==> config.mk <==
export PLATFORM = sky130hd
export DESIGN_NAME = quad_pos_counter
export DESIGN_NICKNAME = d
export VERILOG_FILES = /design/src/rtl/qpc_pkg.sv /design/src/rtl/qpc_sync.sv /design/src/rtl/qpc_decode.sv /design/src/rtl/qpc_counter.sv /design/src/rtl/quad_pos_counter.sv
export SDC_FILE = /design/constraint.sdc
export NUM_CORES = 1
export LEC_CHECK = 0
export BUFFER_PORTS_ARGS = -buffer_cell sky130_fd_sc_hd__clkbuf_2
export CORE_MARGIN = 4
export CORE_UTILIZATION = 25
export DETAILED_ROUTE_END_ITERATION = 6
export GPL_TIMING_DRIVEN = 0
export HOLD_SLACK_MARGIN = 0.03
export PLACE_DENSITY_LB_ADDON = 0.05
export SLEW_MARGIN = 20
export SYNTH_ARGS = -nofsm -noshare
export SYNTH_HDL_FRONTEND = slang
export SYNTH_SLANG_ARGS = --single-unit
==> constraint.sdc <==
create_clock -name clk -period 3.6 [get_ports clk]
set_input_delay 0.54 -clock clk [delete_from_list [all_inputs] [get_ports clk]]
set_output_delay 0.54 -clock clk [all_outputs]
set_load 0.005 [all_outputs]
==> src/rtl/qpc_pkg.sv <==
`timescale 1ns/1ps
package qpc_pkg;
    localparam int MODE_W = 3;
    // mode field bit meaning
    localparam int MODE_ACTIVE_BIT = 2;
    localparam int MODE_X4_BIT     = 1;
    localparam int MODE_MAXWRAP_BIT = 0;

    typedef struct packed {
        logic active;
        logic x4;
        logic max_wrap;
        logic idx_mode;
    } mode_dec_t;

    function automatic mode_dec_t decode_mode(input logic [MODE_W-1:0] m);
        mode_dec_t r;
        r.active   = m[MODE_ACTIVE_BIT];
        r.x4       = m[MODE_X4_BIT];
        r.max_wrap = m[MODE_ACTIVE_BIT] & m[MODE_MAXWRAP_BIT];
        r.idx_mode = m[MODE_ACTIVE_BIT] & ~m[MODE_MAXWRAP_BIT];
        return r;
    endfunction
endpackage

==> src/rtl/qpc_sync.sv <==
`timescale 1ns/1ps
module qpc_sync #(
    parameter int W = 3
) (
    input  logic         clk,
    input  logic         rst_n,
    input  logic [W-1:0] async_in,
    output logic [W-1:0] sync_out
);
    typedef struct packed {
        logic [W-1:0] s1;
        logic [W-1:0] s2;
    } sync_t;

    sync_t st_d, st_q;

    always_comb begin
        st_d    = st_q;
        st_d.s1 = async_in;
        st_d.s2 = st_q.s1;
    end

    always_ff @(posedge clk or negedge rst_n) begin
        if (!rst_n) st_q <= '0;
        else        st_q <= st_d;
    end

    for (genvar i = 0; i < W; i++) begin : g_out
        assign sync_out[i] = st_q.s2[i];
    end
endmodule

==> src/rtl/qpc_decode.sv <==
`timescale 1ns/1ps
module qpc_decode (
    input  logic clk,
    input  logic rst_n,
    input  logic a_s,
    input  logic b_s,
    input  logic idx_s,
    input  logic active,
    input  logic x4,
    output logic cnt_pulse,
    output logic cnt_up,
    output logic idx_hit,
    output logic dir
);
    typedef struct packed {
        logic a;
        logic b;
        logic idx;
        logic dir;
    } dec_t;

    dec_t st_d, st_q;
    logic a_chg, b_chg, one_chg, up_c;

    always_comb begin
        a_chg   = a_s ^ st_q.a;
        b_chg   = b_s ^ st_q.b;
        one_chg = a_chg ^ b_chg;
        // forward: A edge leaves A differing from B; B edge leaves B equal to A
        up_c    = a_chg ? (a_s != st_q.b) : (b_s == st_q.a);

        cnt_pulse = active & one_chg & (x4 | a_chg);
        cnt_up    = up_c;
        idx_hit   = active & idx_s & ~st_q.idx & ~a_s & ~b_s;

        st_d     = st_q;
        st_d.a   = a_s;
        st_d.b   = b_s;
        st_d.idx = idx_s;
        if (active && one_chg) st_d.dir = up_c;
    end

    always_ff @(posedge clk or negedge rst_n) begin
        if (!rst_n) st_q <= '0;
        else        st_q <= st_d;
    end

    assign dir = st_q.dir;

    // a double change must not move the direction
    a_r4_invalid_dir_hold: assert property (@(posedge clk) disable iff (!rst_n)
        (a_chg && b_chg) |=> $stable(st_q.dir));

    // a forward A rise (B low) yields forward direction
    a_r1_fwd_dir: assert property (@(posedge clk) disable iff (!rst_n)
        (active && a_s && !st_q.a && !b_s && !st_q.b) |=> st_q.dir);
endmodule

==> src/rtl/qpc_counter.sv <==
`timescale 1ns/1ps
module qpc_counter #(
    parameter int W = 16
) (
    input  logic         clk,
    input  logic         rst_n,
    input  logic         active,
    input  logic         idx_mode,
    input  logic         max_wrap,
    input  logic         cnt_pulse,
    input  logic         cnt_up,
    input  logic         idx_hit,
    input  logic         idx_clear_en,
    input  logic [W-1:0] max_count,
    input  logic         err_irq_mask,
    input  logic         err_clear,
    output logic [W-1:0] pos,
    output logic         err_flag,
    output logic         err_irq,
    output logic         idx_irq
);
    typedef struct packed {
        logic [W-1:0] pos;
        logic         flag;
        logic         eirq;
        logic         iirq;
    } cnt_t;

    cnt_t st_d, st_q;
    logic [W-1:0] inc_v, dec_v, max_p1;
    logic         err_ev;

    always_comb begin
        inc_v  = st_q.pos + W'(1);
        dec_v  = st_q.pos - W'(1);
        max_p1 = max_count + W'(1);
        err_ev = 1'b0;
        st_d   = st_q;

        if (active) begin
            if (idx_hit && idx_mode && idx_clear_en) begin
                st_d.pos = '0;
            end else if (cnt_pulse) begin
                if (cnt_up) begin
                    st_d.pos = (max_wrap && st_q.pos == max_count) ? '0 : inc_v;
                    err_ev   = idx_mode && (inc_v == max_p1);
                end else begin
                    st_d.pos = (max_wrap && st_q.pos == '0) ? max_count : dec_v;
                    err_ev   = idx_mode && (dec_v == '1);
                end
            end
        end

        if (err_ev)         st_d.flag = 1'b1;
        else if (err_clear) st_d.flag = 1'b0;
        st_d.eirq = err_ev & ~err_irq_mask;
        st_d.iirq = idx_hit;
    end

    always_ff @(posedge clk or negedge rst_n) begin
        if (!rst_n) st_q <= '0;
        else        st_q <= st_d;
    end

    assign pos      = st_q.pos;
    assign err_flag = st_q.flag;
    assign err_irq  = st_q.eirq;
    assign idx_irq  = st_q.iirq;

    a_r5_idle_hold: assert property (@(posedge clk) disable iff (!rst_n)
        !active |=> $stable(st_q.pos));

    a_r8_wrap_up: assert property (@(posedge clk) disable iff (!rst_n)
        (active && max_wrap && cnt_pulse && cnt_up && st_q.pos == max_count) |=> (st_q.pos == '0));

    a_r8_wrap_down: assert property (@(posedge clk) disable iff (!rst_n)
        (active && max_wrap && cnt_pulse && !cnt_up && st_q.pos == '0) |=> (st_q.pos == $past(max_count)));

    a_r6_index_clear: assert property (@(posedge clk) disable iff (!rst_n)
        (active && idx_hit && idx_mode && idx_clear_en) |=> (st_q.pos == '0));

    a_r10_flag_sticky: assert property (@(posedge clk) disable iff (!rst_n)
        (st_q.flag && !err_clear) |=> st_q.flag);

    a_r9_irq_with_flag: assert property (@(posedge clk) disable iff (!rst_n)
        st_q.eirq |-> st_q.flag);

    a_r11_no_spurious_index: assert property (@(posedge clk) disable iff (!rst_n)
        !idx_hit |=> !st_q.iirq);
endmodule

==> src/rtl/quad_pos_counter.sv <==
`timescale 1ns/1ps
module quad_pos_counter #(
    parameter int CNT_W = 16
) (
    input  logic             clk,
    input  logic             rst_n,
    input  logic             enc_a,
    input  logic             enc_b,
    input  logic             enc_index,
    input  logic [2:0]       cfg_mode,
    input  logic [CNT_W-1:0] cfg_max_count,
    input  logic             cfg_index_clear_en,
    input  logic             cfg_err_irq_mask,
    input  logic             cfg_dir_out_en,
    input  logic             err_flag_clear,
    output logic [CNT_W-1:0] pos_count,
    output logic             dir_status,
    output logic             dir_out,
    output logic             index_irq,
    output logic             error_irq,
    output logic             error_flag
);
    import qpc_pkg::*;

    localparam int N_IN = 3;

    mode_dec_t      md;
    logic [N_IN-1:0] raw_in, sync_in;
    logic cnt_pulse, cnt_up, idx_hit, dir_w;

    assign md     = decode_mode(cfg_mode);
    assign raw_in = {enc_index, enc_b, enc_a};

    qpc_sync #(.W(N_IN)) u_sync (
        .clk      (clk),
        .rst_n    (rst_n),
        .async_in (raw_in),
        .sync_out (sync_in)
    );

    qpc_decode u_dec (
        .clk       (clk),
        .rst_n     (rst_n),
        .a_s       (sync_in[0]),
        .b_s       (sync_in[1]),
        .idx_s     (sync_in[2]),
        .active    (md.active),
        .x4        (md.x4),
        .cnt_pulse (cnt_pulse),
        .cnt_up    (cnt_up),
        .idx_hit   (idx_hit),
        .dir       (dir_w)
    );

    qpc_counter #(.W(CNT_W)) u_cnt (
        .clk          (clk),
        .rst_n        (rst_n),
        .active       (md.active),
        .idx_mode     (md.idx_mode),
        .max_wrap     (md.max_wrap),
        .cnt_pulse    (cnt_pulse),
        .cnt_up       (cnt_up),
        .idx_hit      (idx_hit),
        .idx_clear_en (cfg_index_clear_en),
        .max_count    (cfg_max_count),
        .err_irq_mask (cfg_err_irq_mask),
        .err_clear    (err_flag_clear),
        .pos          (pos_count),
        .err_flag     (error_flag),
        .err_irq      (error_irq),
        .idx_irq      (index_irq)
    );

    assign dir_status = dir_w;
    assign dir_out    = cfg_dir_out_en & dir_w;

    // pin is never driven high while disabled
    a_r12_pin_gated: assert property (@(posedge clk) disable iff (!rst_n)
        !cfg_dir_out_en |-> !dir_out);
endmodule

==> results by group <==
Synth
  • Flip-flop and latch count after synthesis: 29
  • Synth cell count leaders: 35 x nor2_1, 29 x dfrtp_1, 29 x xnor2_1, 28 x nand2_1, 27 x o21ai_0
  • Largest cells by area after synthesis: dfrtp_1 23%, xnor2_1 8.1%, xor2_1 5.3%, o21ai_0 4.3%, nor2_1 4.2%
  • Synth unique cells: 64
  • Post-synth EDFFs: 0
  • Synth Cell Area: 3150 um2
  • Fraction of registers with async set/reset: 100%
  • Synth warn: 0
  • Most numerous cell in the Yosys netlist: nor2_1
  • Syn avg cell area: 8.00 um2
  • Top-area cell type share of the netlist area: 23.0%
  • Top_reg_cell synth: dfrtp_1
  • Cell taking the most area after synthesis: dfrtp_1
  • Post-Syn Instances: 394
  • Syn nets: 426
  • Register area share after synthesis: 23.0%

STA
  • Unrepaired setup endpoints after global routing: no
  • Slew Limit Fails: 0
  • Endpoints failing setup: 0
  • Final worst path period need: 3410 ps
  • Max frequency: 294 MHz
  • Fin crit share: 94.6%
  • Worst slew margin: 40.6%
  • Setup TNS: 0 ps
  • Final Hold Viols: 0
  • Worst Tran Pin Value: 881 ps
  • Clock skew: 8.45 ps

Power and ir drop
  • Seq pwr share: 20.8%
  • PD cells: 640 nW/um2
  • Logic pwr share: 62.5%
  • Sw power: 0.00111 W
  • Pint: 0.00129 W
  • Clock share of power: 16.7%
  • Switching Fraction: 46.3%
  • Max VDD drop: 0.000306 V
  • Pleak: 1.45 nW

CTS
  • Clock-pin slew on the worst setup and hold paths: 60 ps
  • H-tree depth: 2
  • Total CTS buffers: 5
  • CTS tree: yes
  • CTS max path bufs: 2
  • CTS sink count: 29
  • Root buffer cell: clkbuf_16
  • Post-CTS Setup Bufs: 0
  • Clk_lat worst skew: 280 ps

Critical path
  • CP required: 3800 ps
  • Crit path capture type: register
  • CP Cell Sequence: clkbuf_1 > nand4_1 > nor3_1 > xnor3_1 > nand2_1 > or4_1 > or4_1 > a211oi_2
  • Startpoint types: register
  • CP max FO: 7
  • Most frequent cell on the critical path: or4_1
  • Critical Path Max Stage Delay: 590 ps
  • CP top delay family: simple AND/OR/NAND/NOR gates
  • CP Class: reg -> reg
  • Critical path arrival: 3600 ps
  • CP Buf/Inv Count: 1
  • Slowest CP cell: or4_1

Placed design
  • Final GP Congestion: 0.834
  • Placed insts: 607
  • HPWL after DPL: 9540 um
  • Number of port buffers: 45

Route
  • Routed wire length per instance: 19.2 um
  • DRC: 0
  • Routed Antenna Nets: 0
  • Total wire length: 11800 um
  • Initial DRC count: 327
  • DR pass1 iterations: 5
  • DR vias/cell: 5.21
  • Vias: 3205

Die
  • Core footprint: 12200 um2
  • Full die area: 14500 um2
  • Die height: 120 um
  • Initial Util: 25.9%
  • Die X: 120 um
  • Top Ports: 49
  • Rows: 40

Global routing
  • Global-route wire length before repair: 19000 um
  • Largest net degree at the start of global routing: 30
  • Global route overflow: 0
  • Total GRT Usage: 17.0%
  • Initial antenna violation count: 0
  • Vias in the first global route: 3287

Final layout
  • Nets@finish: 478
  • Diodes inserted: 0
  • Area added between synthesis and finish: 18.7%
  • Fin cells: 615
  • Share of cells above drive strength 1: 18.1%

Run
  • Max-cap violations: 0

Status
  • Status: finished clean

Hold path
  • Min-Delay Path Class: in -> async
-- state kept, by name, summed over array words and instances, names as in the netlist --
register and cells:
u_cnt.idx_irq 1, u_cnt.err_irq 1, u_sync.sync_out 3, u_dec.st_q 3
u_sync.st_d 3, u_cnt.err_flag 1, u_dec.dir 1, u_cnt.pos 16
-- worst reg2reg max path: stages (launching register included) --
cell	delay (ps)
dfrtp_1	350
clkbuf_1	320
nand4_1	440
nor3_1	510
xnor3_1	300
nand2_1	70
or4_1	540
or4_1	590
a211oi_2	200
-- repair_timing --
item,in CTS,in global routing
endpoints found under the hold margin,0,0
resized for setup,1,1
hold buffers,0,0
setup endpoints to repair,1,1
-- final timing paths --
check	slack, ps	end	start	cells past startpoint
min in group clk	350	u_sync.sync_out[0]	u_sync.st_d[0]	0
max in group asynchronous	2800	u_cnt.pos[13]	rst_n	1
min reg2reg	350	u_sync.sync_out[0]	u_sync.st_d[0]	0
max	190	u_cnt.err_irq	u_cnt.pos[10]	8
min	320	u_cnt.pos[7]	rst_n	1
max reg2reg	190	u_cnt.err_irq	u_cnt.pos[10]	8
-- per-layer routing --
layer / part of all wire [%] / GRT usage (%)
met5: 0 / 0
met4: 1.2 / 4.11
met3: 3.7 / 1.87
met2: 46 / 27.1
met1: 49 / 24.5
-- metrics by stage --
| stage | total power (W) | util [%] | area, um2 | hold WS [ps] | setup WS [ps] |
|---|---|---|---|---|---|
| after CTS | 0.00241 | 30.7 | 3730 | 348 | 156 |
| after global routing | 0.00260 | 30.8 | 3740 | 357 | 15.6 |
| after floorplan | 0.00154 | - | 3150 | 244 | 733 |
| after detailed placement | 0.00199 | 29.5 | 3590 | 337 | -19.9 |
| after global placement | 0.00200 | 29.5 | 3590 | 333 | 26.7 |
| final | 0.00239 | 30.8 | 3740 | 318 | 195 |
-- cells by family (layout without fill, tap and decap cells) --
kind of cell,count (synthesis),after routing,synth area share [%]
AOI/OAI and AO/OA,87,87,18.7
xor gates and xnor gates,53,53,17.0
adders and majority gates,4,4,1.59
buffers and inverters,43,96,6.31
DFF,29,29,23.0
muxes,9,9,2.94
and+or+nand+nor,169,169,30.4
-- area by class of cell --
| type | instances | area (um2) |
|---|---|---|
| Multi-Input combinational cell | 322 | 2240 |
| Timing Repair Buffer | 45 | 225 |
| Buffer | 32 | 158 |
| Tap cell | 168 | 210 |
| Clock buffer | 6 | 129 |
| Clock inverter | 2 | 10.0 |
| Fill cell | 1335 | 8420 |
| Sequential cell | 29 | 726 |
| Inverter | 11 | 41.3 |
-- layout by cell type (no fill, tap or decap), types with 3 or more instances in the layout --
cell	netlist	routed
nor4_1	12	11
a211oi_1	10	10
clkbuf_1	18	19
a21oi_1	12	12
nor3_1	13	13
and2_1	3	3
o32ai_1	5	5
ha_1	4	4
nor3b_1	4	4
nand3_1	19	19
and3_1	5	5
o21a_1	3	3
nor2_1	35	35
or3_1	5	5
or4_1	5	5
inv_1	11	11
buf_2	9	9
buf_6	3	3
xor2_1	19	19
nand2b_1	5	5
o21ai_0	27	27
clkbuf_2	0	45
xnor3_1	4	4
xnor2_1	29	29
nor4_2	4	4
nand2_1	28	28
dfrtp_1	29	29
a22oi_1	4	4
nor2b_1	3	3
nand4b_1	3	3
mux2i_1	7	7
nand4_1	11	11
clkbuf_16	0	5
-- power by group through the flow --
stage | Clock [W] | Combinational, W | Sequential, W
2_1_floorplan | 0 | 0.00106 | 0.000487
3_3_place_gp | 0 | 0.00149 | 0.000501
3_5_place_dp | 0 | 0.00148 | 0.000505
4_1_cts | 0.000418 | 0.00149 | 0.000500
5_1_grt | 0.000431 | 0.00166 | 0.000510
6_report | 0.000400 | 0.00149 | 0.000498
No activity file was read; power rests on OpenSTA's default activity.
